--- src/rtl/emac_csr_pkg.sv ---
`timescale 1ns/1ps
package emac_csr_pkg;
  localparam int NREG   = 14;
  localparam int STAT_W = 13;

  typedef enum logic [3:0] {
    A_IDENT   = 4'd0,
    A_STAT    = 4'd1,
    A_IEN     = 4'd2,
    A_CTRL    = 4'd3,
    A_POLL    = 4'd4,
    A_ERRCNT  = 4'd5,
    A_MISSCNT = 4'd6,
    A_TXBASE  = 4'd7,
    A_RXBASE  = 4'd8,
    A_STA_LO  = 4'd9,
    A_STA_HI  = 4'd10,
    A_FLT_LO  = 4'd11,
    A_FLT_HI  = 4'd12,
    A_MGMT    = 4'd13
  } reg_addr_e;

  // status flag positions
  localparam int S_TXDONE = 0;
  localparam int S_RXDONE = 1;
  localparam int S_ERR    = 2;
  localparam int S_CHAIN  = 3;
  localparam int S_MISSW  = 4;
  localparam int S_CRCW   = 8;
  localparam int S_FRMW   = 9;
  localparam int S_OVFW   = 10;
  localparam int S_MGMT   = 12;
  localparam int S_POLL   = 31;

  localparam logic [STAT_W-1:0] STAT_KEEP = 13'h171F;
  localparam logic [31:0]       CTRL_KEEP = 32'hFFFF_0D19;

  // next status: clear written ones, then let events win
  function automatic logic [STAT_W-1:0] stat_next(
    input logic [STAT_W-1:0] cur,
    input logic [STAT_W-1:0] clr,
    input logic [STAT_W-1:0] set
  );
    return ((cur & ~(clr & STAT_KEEP)) | set) & STAT_KEEP;
  endfunction

  // interrupt reduction
  function automatic logic irq_of(
    input logic [STAT_W-1:0] st,
    input logic [STAT_W-1:0] en
  );
    return |(st & en);
  endfunction
endpackage

--- src/rtl/emac_wrap_cnt.sv ---
`timescale 1ns/1ps
module emac_wrap_cnt #(
  parameter int W = 8
) (
  input  logic         clk,
  input  logic         rst_n,
  input  logic         inc,
  output logic [W-1:0] cnt,
  output logic         wrap
);
  localparam logic [W-1:0] TOP = '1;

  assign wrap = inc && (cnt == TOP);

  always_ff @(posedge clk) begin
    if (!rst_n)   cnt <= '0;
    else if (inc) cnt <= cnt + W'(1);
  end
endmodule

--- src/rtl/emac_err_cnts.sv ---
`timescale 1ns/1ps
module emac_err_cnts #(
  parameter int ERR_W  = 8,
  parameter int MISS_W = 16
) (
  input  logic                 clk,
  input  logic                 rst_n,
  input  logic [2:0]           err_inc,   // 0 crc, 1 framing, 2 overflow
  input  logic                 miss_inc,
  output logic [3*ERR_W-1:0]   err_cnt,
  output logic [2:0]           err_wrap,
  output logic [MISS_W-1:0]    miss_cnt,
  output logic                 miss_wrap
);
  for (genvar g = 0; g < 3; g++) begin : g_err
    emac_wrap_cnt #(.W(ERR_W)) u_cnt (
      .clk  (clk),
      .rst_n(rst_n),
      .inc  (err_inc[g]),
      .cnt  (err_cnt[g*ERR_W +: ERR_W]),
      .wrap (err_wrap[g])
    );
  end

  emac_wrap_cnt #(.W(MISS_W)) u_miss (
    .clk  (clk),
    .rst_n(rst_n),
    .inc  (miss_inc),
    .cnt  (miss_cnt),
    .wrap (miss_wrap)
  );
endmodule

--- src/rtl/emac_evt_status.sv ---
`timescale 1ns/1ps
module emac_evt_status
  import emac_csr_pkg::*;
(
  input  logic              clk,
  input  logic              rst_n,
  input  logic [STAT_W-1:0] set,
  input  logic [STAT_W-1:0] clr,
  input  logic              poll_req,
  output logic [STAT_W-1:0] status,
  output logic              poll_strobe
);
  always_ff @(posedge clk) begin
    if (!rst_n) begin
      status      <= '0;
      poll_strobe <= 1'b0;
    end else begin
      status      <= stat_next(status, clr, set);
      poll_strobe <= poll_req;
    end
  end
endmodule

--- src/rtl/emac_csr_bank.sv ---
`timescale 1ns/1ps
module emac_csr_bank
  import emac_csr_pkg::*;
#(
  parameter int          ADDR_W  = 4,
  parameter logic [31:0] ID_CODE = 32'h0005_FD02,
  parameter int          ERR_W   = 8,
  parameter int          MISS_W  = 16
) (
  input  logic              clk,
  input  logic              rst_n,
  input  logic              bus_wr,
  input  logic              bus_rd,
  input  logic [ADDR_W-1:0] bus_addr,
  input  logic [31:0]       bus_wdata,
  output logic [31:0]       bus_rdata,
  output logic              bus_rvalid,
  input  logic              ev_tx_done,
  input  logic              ev_rx_done,
  input  logic              ev_err,
  input  logic              ev_tx_chain,
  input  logic              ev_crc_err,
  input  logic              ev_frame_err,
  input  logic              ev_ovf_err,
  input  logic              ev_missed,
  input  logic              ev_mgmt_done,
  input  logic [15:0]       mgmt_rd_data,
  output logic              irq,
  output logic              poll_strobe,
  output logic              mac_en,
  output logic              tx_en,
  output logic              rx_en,
  output logic              bcast_reject,
  output logic              full_duplex,
  output logic              promisc,
  output logic [7:0]        rx_ring_len,
  output logic [7:0]        tx_ring_len,
  output logic [31:0]       poll_rate,
  output logic [31:0]       tx_ring_base,
  output logic [31:0]       rx_ring_base,
  output logic [47:0]       station_addr,
  output logic [63:0]       mcast_filter,
  output logic [31:0]       mgmt_cmd,
  output logic              mgmt_go
);
  localparam int ERR_PACK = 3 * ERR_W;

  // address decode, one select per register
  logic [NREG-1:0] wsel;
  for (genvar g = 0; g < NREG; g++) begin : g_dec
    assign wsel[g] = bus_wr && (bus_addr == ADDR_W'(g));
  end

  // counters
  logic [ERR_PACK-1:0] err_cnt;
  logic [2:0]          err_wrap;
  logic [MISS_W-1:0]   miss_cnt;
  logic                miss_wrap;

  emac_err_cnts #(.ERR_W(ERR_W), .MISS_W(MISS_W)) u_cnts (
    .clk      (clk),
    .rst_n    (rst_n),
    .err_inc  ({ev_ovf_err, ev_frame_err, ev_crc_err}),
    .miss_inc (ev_missed),
    .err_cnt  (err_cnt),
    .err_wrap (err_wrap),
    .miss_cnt (miss_cnt),
    .miss_wrap(miss_wrap)
  );

  // event vector and clear mask, named for the checker
  logic [STAT_W-1:0] evt_set;
  logic [STAT_W-1:0] evt_clr;
  logic              poll_req;
  logic [STAT_W-1:0] status_q;

  always_comb begin
    evt_set           = '0;
    evt_set[S_TXDONE] = ev_tx_done;
    evt_set[S_RXDONE] = ev_rx_done;
    evt_set[S_ERR]    = ev_err;
    evt_set[S_CHAIN]  = ev_tx_chain;
    evt_set[S_MISSW]  = miss_wrap;
    evt_set[S_CRCW]   = err_wrap[0];
    evt_set[S_FRMW]   = err_wrap[1];
    evt_set[S_OVFW]   = err_wrap[2];
    evt_set[S_MGMT]   = ev_mgmt_done;
  end

  assign evt_clr  = wsel[A_STAT] ? bus_wdata[STAT_W-1:0] : '0;
  assign poll_req = wsel[A_STAT] && bus_wdata[S_POLL];

  emac_evt_status u_stat (
    .clk        (clk),
    .rst_n      (rst_n),
    .set        (evt_set),
    .clr        (evt_clr),
    .poll_req   (poll_req),
    .status     (status_q),
    .poll_strobe(poll_strobe)
  );

  // plain storage registers
  logic [STAT_W-1:0] ien_q;
  logic [31:0]       ctrl_q, poll_q, txb_q, rxb_q, sta_lo_q, flt_lo_q, flt_hi_q, mgmt_q;
  logic [15:0]       sta_hi_q;
  logic              mgmt_go_q;

  always_ff @(posedge clk) begin
    if (!rst_n) begin
      ien_q     <= '0;
      ctrl_q    <= '0;
      poll_q    <= '0;
      txb_q     <= '0;
      rxb_q     <= '0;
      sta_lo_q  <= '0;
      sta_hi_q  <= '0;
      flt_lo_q  <= '0;
      flt_hi_q  <= '0;
      mgmt_q    <= '0;
      mgmt_go_q <= 1'b0;
    end else begin
      mgmt_go_q <= wsel[A_MGMT];
      if (wsel[A_IEN])    ien_q    <= bus_wdata[STAT_W-1:0] & STAT_KEEP;
      if (wsel[A_CTRL])   ctrl_q   <= bus_wdata & CTRL_KEEP;
      if (wsel[A_POLL])   poll_q   <= bus_wdata;
      if (wsel[A_TXBASE]) txb_q    <= bus_wdata;
      if (wsel[A_RXBASE]) rxb_q    <= bus_wdata;
      if (wsel[A_STA_LO]) sta_lo_q <= bus_wdata;
      if (wsel[A_STA_HI]) sta_hi_q <= bus_wdata[15:0];
      if (wsel[A_FLT_LO]) flt_lo_q <= bus_wdata;
      if (wsel[A_FLT_HI]) flt_hi_q <= bus_wdata;
      if (wsel[A_MGMT])       mgmt_q        <= bus_wdata;
      else if (ev_mgmt_done)  mgmt_q[15:0]  <= mgmt_rd_data;
    end
  end

  // read mux and registered return
  logic [31:0] rd_word;
  always_comb begin
    case (bus_addr)
      ADDR_W'(A_IDENT):   rd_word = ID_CODE;
      ADDR_W'(A_STAT):    rd_word = 32'(status_q);
      ADDR_W'(A_IEN):     rd_word = 32'(ien_q);
      ADDR_W'(A_CTRL):    rd_word = ctrl_q;
      ADDR_W'(A_POLL):    rd_word = poll_q;
      ADDR_W'(A_ERRCNT):  rd_word = 32'(err_cnt);
      ADDR_W'(A_MISSCNT): rd_word = 32'(miss_cnt);
      ADDR_W'(A_TXBASE):  rd_word = txb_q;
      ADDR_W'(A_RXBASE):  rd_word = rxb_q;
      ADDR_W'(A_STA_LO):  rd_word = sta_lo_q;
      ADDR_W'(A_STA_HI):  rd_word = 32'(sta_hi_q);
      ADDR_W'(A_FLT_LO):  rd_word = flt_lo_q;
      ADDR_W'(A_FLT_HI):  rd_word = flt_hi_q;
      ADDR_W'(A_MGMT):    rd_word = mgmt_q;
      default:            rd_word = '0;
    endcase
  end

  always_ff @(posedge clk) begin
    if (!rst_n) begin
      bus_rdata  <= '0;
      bus_rvalid <= 1'b0;
    end else begin
      bus_rvalid <= bus_rd;
      if (bus_rd) bus_rdata <= rd_word;
    end
  end

  // exported fields
  assign irq          = irq_of(status_q, ien_q);
  assign mac_en       = ctrl_q[0];
  assign tx_en        = ctrl_q[3];
  assign rx_en        = ctrl_q[4];
  assign bcast_reject = ctrl_q[8];
  assign full_duplex  = ctrl_q[10];
  assign promisc      = ctrl_q[11];
  assign tx_ring_len  = ctrl_q[23:16];
  assign rx_ring_len  = ctrl_q[31:24];
  assign poll_rate    = poll_q;
  assign tx_ring_base = txb_q;
  assign rx_ring_base = rxb_q;
  assign station_addr = {sta_hi_q, sta_lo_q};
  assign mcast_filter = {flt_hi_q, flt_lo_q};
  assign mgmt_cmd     = mgmt_q;
  assign mgmt_go      = mgmt_go_q;
endmodule

--- config.mk ---
export PLATFORM = sky130hd
export DESIGN_NAME = emac_csr_bank
export DESIGN_NICKNAME = d
export VERILOG_FILES = /design/src/rtl/emac_csr_pkg.sv /design/src/rtl/emac_wrap_cnt.sv /design/src/rtl/emac_err_cnts.sv /design/src/rtl/emac_evt_status.sv /design/src/rtl/emac_csr_bank.sv
export SDC_FILE = /design/constraint.sdc
export NUM_CORES = 1
export LEC_CHECK = 0
export BUFFER_PORTS_ARGS = -buffer_cell sky130_fd_sc_hd__buf_2
export CAP_MARGIN = 10
export CORE_ASPECT_RATIO = 1.2
export CORE_UTILIZATION = 45
export DETAILED_ROUTE_END_ITERATION = 8
export PLACE_DENSITY_LB_ADDON = 0.05
export SLEW_MARGIN = 25
export SYNTH_ARGS = -nofsm -noshare
export SYNTH_HDL_FRONTEND = slang
export SYNTH_SLANG_ARGS = --single-unit
--- constraint.sdc ---
create_clock -name clk -period 3.7 [get_ports clk]
set_input_delay 0.74 -clock clk [delete_from_list [all_inputs] [get_ports clk]]
set_output_delay 0.74 -clock clk [all_outputs]
set_load 0.05 [all_outputs]
==> run metrics <==
status complete, no violations; min cycle time layout 2568 ps; Core Area 0.03613 mm2; met2 routed WL 32390 um; clk root buf clkbuf_16; Worst-Margin Slew 1175 ps; buffers inserted by post-CTS timing repair 0; uppermost layer routed met5; Final Core Density 54.91%; Gates resized, CTS repair 0; total CTS buffers 40; number of global-route vias before repair 14.94k; Sink Count 355; power after layout 8.647 mW; setup violators final 0; critical path class flip-flop to primary output; synthesized flop and latch total 355; Critical Path AT 1830 ps; Tot GR Track Use 35.83%; H-Tree Depth 2; yosys warns 0; FILL cells 3434; R2R Path Start u_cnts.u_miss.cnt[0]; 1st-iter DRT viols 1814; first-pass GRT wire length 99090 um; CTS tree done; Mapped Cells 1966; Avg Cell Area, Syn 8.472 um2; die footprint 0.03779 mm2; Initial Util 46.09%; register area share after synthesis 42.67%; Final #Nets 2315; Hold Path Class primary input to flip-flop; grt ovf 0; slowest stage cell on the critical path a222oi_1; most frequent cells in the layout nand2_1, buf_2, dfxtp_1; synth-to-layout area growth 19.12%; pin count of the biggest net entering global routing 203; DP Worst Slack 766.0 ps; Post-synth EDFFs 0; R2R setup slack 1960 ps; met1 WL 28390 um; Die Wd 177.6 um; wire per inst 25.43 um; Max-cap violations 0; LEAKAGE 8.213 nW; antenna cells 0; RSZ-0062 raised after global routing no; Max Root-Sink Buffers 3; routed wire length on met3 5890 um; maximum VDD drop 0.2604 mV; Fin Clk Skew 23.12 ps; Worst-Skew Late Latency 550 ps; Worst Hold Slack 416.7 ps; CP max stage delay 490 ps; Row Count 76; IO Count 363; Worst Path Max Fanout 3; 1st-pass router iterations 5; DRC 0; routed wire length 69570 um; Final Hold Vio Count 0; highest clock rate 389.4 MHz; worst-path cell chain a222oi_1 -> nand3_1 -> buf_2; Worst Setup End Kind primary output; Worst-path clk slew 60 ps; most common cell after layout, fill and taps aside nand2_1; cts hold-fix bufs 0; Synth Flop Type dfxtp_1; syn nets 2035; synthesized area 0.01666 mm2; period utilization 69.40%; Pwr per Cell Area 435.9 mW/mm2; Synth cell types 72; remaining antenna violation count 0; worst path setup slack after routing 1132 ps; final setup TNS 0 ps; layout cell share with drive strength beyond 1 23.32%; Hold Crit Start ev_tx_chain; Final Max Tran Viols 0; Vias per Instance 5.957; dpl hpwl 47700 um; PortBufs 362; initial antenna violation count 2; Worst Setup Start Kind flip-flop; GPL Wtd Cong 0.9178; CP Launch Point u_stat.status[0]; fraction of registers with async set/reset 0%; Die Span Y 212.8 um; WP data required 2960 ps; Rel. slew slack 21.67%; via count 16.30k
==> cell type report <==
type,instances,area (um2),area share [%]
multi-input combinational,1426,8622,43.46
sequential,355,7107,35.82
timing repair buffer,416,2301,11.60
clock buffer,61,1181,5.953
tap,468,585.6,2.951
inverter,7,26.28,0.1324
clock inverter,3,17.52,0.08829
==> through the flow <==
stage,cell area (um2),instances
final,19840,2736
after global routing,19840,2736
after CTS,19840,2736
after detailed placement,18640,2672
after global placement,18640,2672
after floorplan,16660,1966
==> cell usage after synthesis (4+ instances only) <==
cell	instances	share of area, %
nand2_1	559	13
dfxtp_1	355	43
a21boi_1	138	6.2
a21boi_0	124	5.6
buf_2	79	2.4
mux2i_1	71	4.3
clkbuf_1	67	1.5
o21ai_0	53	1.6
a22oi_1	46	2.1
nor2b_1	42	1.6
and2_1	35	1.3
nand3_1	35	1.1
a21oi_1	34	1.0
nor2_1	20	0.45
a22o_1	19	1.0
a31oi_1	19	0.71
buf_4	18	0.81
xnor2_1	17	0.89
o211a_1	16	0.96
and3_1	15	0.56
nand4_1	14	0.53
nor2_2	14	0.53
buf_6	13	0.88
mux2_2	12	0.81
xor2_1	12	0.63
o22ai_1	10	0.38
a211oi_1	9	0.41
o21a_1	9	0.41
a221oi_1	8	0.42
or3_1	7	0.26
a32oi_1	6	0.32
o2bb2ai_1	6	0.32
a32o_1	5	0.30
inv_1	5	0.11
nor3_1	5	0.15
ha_1	4	0.30
nand2b_1	4	0.15
nor2_4	4	0.27
o32ai_1	4	0.21
==> registers in the layout, summed over array words and instances (netlist names), 32 cells and up <==
| name | count |
|---|---|
| bus_rdata | 32 |
| flt_hi_q | 32 |
| flt_lo_q | 32 |
| mgmt_cmd | 32 |
| poll_rate | 32 |
| rx_ring_base | 32 |
| sta_lo_q | 32 |
| tx_ring_base | 32 |
==> layer usage <==
metal	GRT usage, %	vias to the layer above
met5	0	-
met4	15.65	4
met3	5.413	166
met2	57.97	866
met1	47.19	7928
li1	-	7333
==> report_power, final <==
part | total, mW | internal (mW) | switching (mW)
clock | 3.79 | 2.18 | 1.61
sequential | 3.96 | 3.89 | 0.0744
combinational | 0.896 | 0.248 | 0.647
total | 8.65 | 6.32 | 2.33
==> worst max-delay path: cells and delay by family (launching register included) <==
kind	cells	cell delay, ps
buffers and inverters	1	260
AOI/OAI and AO/OA	1	490
DFF	1	350
and+or+nand+nor	1	200
==> final timing paths <==
kind                            cells past startpoint               endpoint
worst max-delay path                                3                    irq
worst min-delay path                                2       u_stat.status[3]
worst min register to register                      2       tx_ring_base[20]
worst max register to register                      6  u_cnts.u_miss.cnt[14]
==> kinds of logic (layout without fill, tap and decap cells) <==
logic type               Yosys count  in the layout  share of synthesized area (%)
multiplexers                      89             89                          5.799
XOR/XNOR                          29             29                          1.525
AND/OR/NAND/NOR                  771            771                          20.49
flip-flops                       355            355                          42.67
AO/OA/AOI/OAI                    533            533                          23.45
buffers and inverters            185            487                          5.762
adder cells (fa/ha/maj)            4              4                         0.3005
Note: power is estimated with default switching activity, not from simulation.
